$ cat src/rtl/flash_wp_ctrl.sv
module flash_wp_ctrl #(
  parameter int SECTOR_COUNT = 64,
  parameter int ADDR_W       = 24
) (
  input  logic              clk,
  input  logic              rst_n,
  input  logic              por_n,
  input  logic              op_valid,
  input  logic [2:0]        op,
  input  logic [ADDR_W-1:0] addr,
  input  logic [7:0]        wdata,
  input  logic              wp_n,
  input  logic              seq_done,
  output logic [7:0]        status,
  output logic              grant,
  output logic              deny
);

  localparam int SEC_W = $clog2(SECTOR_COUNT);
  localparam logic [SEC_W:0] SEC_TOTAL = (SEC_W+1)'(SECTOR_COUNT);

  localparam logic [2:0] OP_WREN = 3'd0;
  localparam logic [2:0] OP_WRDI = 3'd1;
  localparam logic [2:0] OP_PP   = 3'd3;
  localparam logic [2:0] OP_SE   = 3'd4;
  localparam logic [2:0] OP_BE   = 3'd5;
  localparam logic [2:0] OP_WRSR = 3'd6;

  logic       lock_q;
  logic [2:0] bp_q;
  logic       wel_q;
  logic       wip_q;

  logic [SEC_W-1:0] sector;
  logic [SEC_W:0]   prot_cnt;
  logic [SEC_W:0]   prot_floor;
  logic             addr_prot;
  logic             live;
  logic             needs_wel;
  logic             allowed;
  logic             accept;
  logic             reject;

  assign sector     = addr[ADDR_W-1 -: SEC_W];
  assign prot_cnt   = SEC_TOTAL >> (3'd7 - bp_q);
  assign prot_floor = SEC_TOTAL - prot_cnt;
  assign addr_prot  = (bp_q != 3'd0) && ({1'b0, sector} >= prot_floor);

  assign live      = op_valid && !wip_q;
  assign needs_wel = (op == OP_PP) || (op == OP_SE) || (op == OP_BE) || (op == OP_WRSR);

  always_comb begin
    case (op)
      OP_PP, OP_SE: allowed = !addr_prot;
      OP_BE:        allowed = (bp_q == 3'd0);
      OP_WRSR:      allowed = !(lock_q && !wp_n);
      default:      allowed = 1'b0;
    endcase
  end

  assign accept = live && needs_wel && wel_q && allowed;
  assign reject = live && needs_wel && !accept;

  always_ff @(posedge clk or negedge por_n) begin
    if (!por_n) begin
      lock_q <= 1'b0;
      bp_q   <= 3'd0;
    end else if (accept && op == OP_WRSR) begin
      lock_q <= wdata[7];
      bp_q   <= wdata[4:2];
    end
  end

  logic vol_rst_n;
  assign vol_rst_n = rst_n & por_n;

  always_ff @(posedge clk or negedge vol_rst_n) begin
    if (!vol_rst_n) begin
      wel_q <= 1'b0;
      wip_q <= 1'b0;
      grant <= 1'b0;
      deny  <= 1'b0;
    end else begin
      grant <= accept;
      deny  <= reject;
      if (accept)
        wel_q <= 1'b0;
      else if (live && op == OP_WREN)
        wel_q <= 1'b1;
      else if (live && op == OP_WRDI)
        wel_q <= 1'b0;
      if (accept)
        wip_q <= 1'b1;
      else if (seq_done)
        wip_q <= 1'b0;
    end
  end

  assign status = {lock_q, 2'b00, bp_q, wel_q, wip_q};

endmodule

$ cat config.mk
export PLATFORM = sky130hd
export DESIGN_NAME = flash_wp_ctrl
export DESIGN_NICKNAME = d
export VERILOG_FILES = /design/src/rtl/flash_wp_ctrl.sv
export SDC_FILE = /design/constraint.sdc
export NUM_CORES = 1
export LEC_CHECK = 0
export BUFFER_PORTS_ARGS = -buffer_cell sky130_fd_sc_hd__buf_2
export CAP_MARGIN = 5
export CORE_UTILIZATION = 40
export CTS_CLUSTER_SIZE = 24
export DETAILED_ROUTE_END_ITERATION = 6
export PLACE_DENSITY = 0.76
export SETUP_SLACK_MARGIN = 0.4
export SLEW_MARGIN = 40
export SYNTH_ARGS = -nofsm -noshare
export SYNTH_HDL_FRONTEND = slang
export SYNTH_SLANG_ARGS = --single-unit
$ cat constraint.sdc
create_clock -name clk -period 5.6 [get_ports clk]
set_input_delay 0.56 -clock clk [delete_from_list [all_inputs] [get_ports clk]]
set_output_delay 0.56 -clock clk [all_outputs]
set_load 0.02 [all_outputs]
* Word level (Yosys, flattened, before mapping)
Cells that the tools add are included.
** Operators by class
- Add/subtract/negate cells :: 2
- Order comparisons :: 1
- Equality and inequality tests :: 5
- Shift operators :: 1
- Muxes and demuxes :: 6
- Bitwise logic cells :: 1
- Reductions and logical operators :: 24
** Operators with widths (number)
- logical AND 1 bit :: 10
- equality test 3 bit, second input constant :: 3
- >= comparator 6 x 7 -> 1 bit :: 1
- >> shifter 7 x 3 -> 7 bit, first input constant :: 1
- subtractor 7 bit, first input constant :: 1
- logical NOT 3 bit :: 2
- nonzero test 3 bit :: 2
- logical NOT 1 bit :: 5
- two-way mux 1 bit :: 5
- equality test 3 x 1 -> 1 bit, second input constant :: 1
- equality test 3 x 2 -> 1 bit, second input constant :: 1
- logical OR 1 bit :: 3
- case mux 1 bit (3 select lines) :: 1
- subtractor 3 bit, first input constant :: 1
- nonzero test 2 bit :: 1
- OR reduction 2 bit :: 1
- AND 1 bit :: 1
** Storage, ports and cells
- Flip-flop bits (word level) :: 8
- Output and inout bits :: 10

* Depth between registers and ports, before layout
- Depth after elaboration :: 10
- Gate-level depth with buffers :: 12

* Worst setup path before layout
OpenSTA, ideal clock, no wires.
- Kind :: register to register
- From :: register bp_q[1]
- To :: register bp_q[0]
- Library setup time :: 0.125 ns
- Arrival time :: 2.978 ns
- Data required time :: 5.475 ns
- Path slack :: 2.497 ns
- Stages on the path, launching flop included :: 12
- Buffers on the path :: 1
- Clock period less this slack :: 3.103 ns
- Cells stage by stage :: dfrtp_1 buf_2 nand2b_1 nand2b_1 ha_1 o32ai_1 ha_1 a21oi_1 o21ai_0 a2111o_1 a311oi_4 mux2_4
** On the way
- Word-level cells in the longest chain between the ends :: 9
** RTL lines
- from (decl) :: line 30 : logic [2:0] bp_q;
- from (signal assigned) :: line 70 : bp_q <= wdata[4:2];
- subtractor 3 bit :: line 45 : assign prot_cnt = SEC_TOTAL >> (3'd7 - bp_q);
- >> shifter 7 x 3 -> 7 bit :: line 45
- subtractor 7 bit :: line 46 : assign prot_floor = SEC_TOTAL - prot_cnt;
- >= comparator 6 x 7 -> 1 bit :: line 47 : assign addr_prot = (bp_q != 3'd0) && ({1'b0, sector} >= prot_floor);
- logical AND 1 bit :: line 47
- logical NOT 1 bit :: line 54 : OP_PP, OP_SE: allowed = !addr_prot;
- case mux 1 bit (3 select lines) (*) :: line 53 : case (op)
- logical AND 1 bit (*) :: line 61 : assign accept = live && needs_wel && wel_q && allowed;
- logical AND 1 bit (*) :: line 68 : end else if (accept && op == OP_WRSR) begin
Mark *: on every way between the ends. The rest lies on a longest branch, timed or not.
A chain may end at the register's enable or synchronous reset.

* Worst setup path after layout
- From :: register bp_q[1]
- To :: register bp_q[2]
Same word-level chain as after synthesis.

==> results.md <==
- Leak: 0.430 nW
- Post-synthesis sequential area ratio: 0.268
- HPWL Detailed: 1.19 mm
- Status: finished clean
- TritonCTS Sinks: 8
- Die height: ~45 um
- Final net count: 151
- CP max stage cell: dfrtp_1
- Critical path cell sequence: nand2b_1 > nand2b_1 > ha_1 > o32ai_1 > ha_1 > a21oi_1 > o21ai_0 > a2111o_1 > a311oi_4 > mux2_4
- Pwr dens: slightly above 300 nW/um^2
- # DRC: 0
- Arr. time, crit path: 3400 ps
- Reg clk slew, reported paths: 40 ps
- Die footprint: a little over 2000 um^2
- Netlist Area Pre-Place: 748 um^2
- Synth area leader: dfrtp_1
- Number of global-route vias before repair: 556
- TritonCTS Buffers: 3
- CTS root buf: clkbuf_4
- Syn Area/Cell: 9.35 um^2
- Antenna cells: 0
- Synth top area share: 0.268
- P_sw: about 110 uW
- H-tree depth: 1
- Synth Warn #: 0
- GRT Residual Overflow: 0
- CP endpoint kind: register
- Largest net degree at the start of global routing: 12
- Clock latency on the worst-skew pair: 250 ps
- Maximum buffer depth of the clock tree: 2
- Largest cells by area after synthesis: dfrtp_1 (27%), ha_1 (10%), mux2_4 (8.0%)
- Layout cells sized above 1: 0.353
- Worst EP required: 5730 ps
- First-pass GRT wire length: approximately 2.4 mm
- Final WL: ~1.4 mm
- Max Fanout on Critical Path: 11
- Min-Delay Path Class: in -> async
- Post-route minimum period: 3270 ps
- Synth cell types: 37
- Maximum clock frequency: between 300 and 400 MHz
- Unrepaired setup endpoints after global routing: false
- Fill count: 181
- Post-CTS Hold Buffers: 0
- CTS tree: built
- Die Span X: roughly 45 um
- Cells after Synth: 80
- Initial core utilization: 0.429
- Vias: 655
- GRT Resource Usage Total: 0.168
- Layout area overhead: 17.2%
- Clock power frac: 0.158
- Final Max Slew Viols: 0
- I/O pins: 51
- Post-CTS Setup Inserts: 0
- CTS resizes: 0
- Slowest stage delay, CP: 470 ps
- Max cap viols: 0
- Fin Clk Skew: 7.52 ps
- Register area: 200 um^2
- Fin cells: 127
- CP Launch Type: register
- Via-to-Cell Ratio: 5.16
- #FFs+latches synth: 8
- Core area: 1750 um^2
- Finish-stage setup viols: 0
- Switching part of the total: 0.413
- Combinational power share: 0.523
- Final ANT Viol Nets: 0
- Drt wl/cell: roughly 11 um
- Multi-input gate area: between 400 and 500 um^2
- RD Place Congestion: 0.740
- Worst Setup Path Type: reg -> reg
- Worst IR Drop VDD: 0.125 mV
- Sequential Power Share: 0.319
- Final period utilization: 0.585
- PortBufs: 26
- Hold violation count in the final report: 0
- DR iter-0 viols: 10
- # rows: 15
- Total negative slack: 0 ps
- Pre-Repair DR Iteration Count: 4
- P_int: 158 uW
- Placed cells: roughly 120
- Initial antenna violation count: 0
-- final timing paths --
path,from,endpoint,slack (ps),depth (start not counted)
max reg2reg,bp_q[1],bp_q[2],2330,10
min,por_n,bp_q[2],110,1
max in group asynchronous,por_n,deny,5120,2
min in group clk,wip_q,wip_q,530,1
min reg2reg,wip_q,wip_q,530,1
max,bp_q[1],bp_q[2],2330,10
-- logic make-up (layout without fill, tap and decap cells) --
| kind of cell | Yosys count | in the layout | share of synthesized area |
|---|---|---|---|
| xor gates and xnor gates | 1 | 1 | 0.0117 |
| and+or+nand+nor | 28 | 28 | 0.217 |
| adders and majority gates | 6 | 6 | 0.100 |
| buffers and inverters | 13 | 34 | 0.104 |
| other | 1 | 2 | 0.00501 |
| muxes | 5 | 5 | 0.0936 |
| AOI/OAI and AO/OA | 18 | 18 | 0.201 |
| DFF | 8 | 8 | 0.268 |
-- critical path, delay by kind of cell (launching register included) --
family	cells	cell delay, ps
adder cells (fa/ha/maj)	2	560
AND/OR/NAND/NOR	2	370
AO/OA/AOI/OAI	5	1410
multiplexers	1	340
flip-flops	1	470
-- power groups by stage --
stage	Clock, mW	Sequential [mW]	Combinational [mW]
after floorplan	0	0.0836	0.118
after detailed placement	0	0.0866	0.142
after CTS	0.0446	0.0858	0.143
final	0.0425	0.0859	0.141
after global placement	0	0.0865	0.135
after global routing	0.0484	0.0887	0.159
-- metrics by stage --
stage | hold WS (ps) | setup WS [ps] | total power, mW | utilization | cell area, um^2
after floorplan | 264 | 2500 | 0.201 | - | 752
after global placement | 369 | 2450 | 0.221 | 0.490 | 855
after detailed placement | 371 | 2310 | 0.228 | 0.490 | 855
after CTS | 105 | 2300 | 0.273 | 0.503 | 877
after global routing | 102 | 2150 | 0.296 | 0.503 | 877
final | 110 | 2330 | 0.269 | 0.503 | 877
-- layout make-up --
type	count	share of cell area
multi-input cells	60	0.541
flip-flops and latches	8	0.228
repair buffers	26	0.148
inverters	5	0.0214
well taps	25	0.0357
clock buffers	3	0.0257
-- synthesized netlist by cell type --
library cell / n
a2111o_1: 1
a21bo_2: 1
a21boi_0: 1
a21oi_1: 3
a2bb2oi_1: 1
a311oi_4: 1
a31oi_1: 1
a32o_1: 1
and2_1: 1
buf_2: 2
buf_4: 5
buf_6: 1
conb_1: 1
dfrtp_1: 8
ha_1: 6
inv_1: 5
mux2_4: 4
mux2i_1: 1
nand2_1: 5
nand2b_1: 5
nand3_1: 2
nand3b_1: 1
nand4b_1: 1
nor2_1: 2
nor2b_1: 4
nor3_1: 2
nor3b_1: 1
nor4b_1: 1
o211ai_1: 1
o21ai_0: 4
o311a_1: 1
o31a_1: 1
o32ai_1: 1
or2_2: 1
or3_1: 1
or3b_1: 1
xor2_1: 1
-- layout by cell type, fill, tap and decap left out, drive strengths merged, types with 3 or more instances in the layout --
master and count:
nand2b 5, nand2 5, a21oi 3, dfrtp 8
mux2 4, o21ai 4, ha 6, nor2b 4
inv 5, buf 26, clkbuf 3
-- per-layer routing --
metal	vias to the layer above	GRT usage	share of wire
met3	3	0.0600	0.040
met4	0	0.0848	0.0069
li1	331	-	-
met5	-	0	0
met2	15	0.270	0.52
met1	306	0.198	0.44
-- registers in the layout, indices dropped and copies added (netlist names) --
| signal | cells |
|---|---|
| bp_q | 3 |
| grant | 1 |
| deny | 1 |
| wel_q | 1 |
| lock_q | 1 |
| wip_q | 1 |
Note: power is estimated with default switching activity, not from simulation.
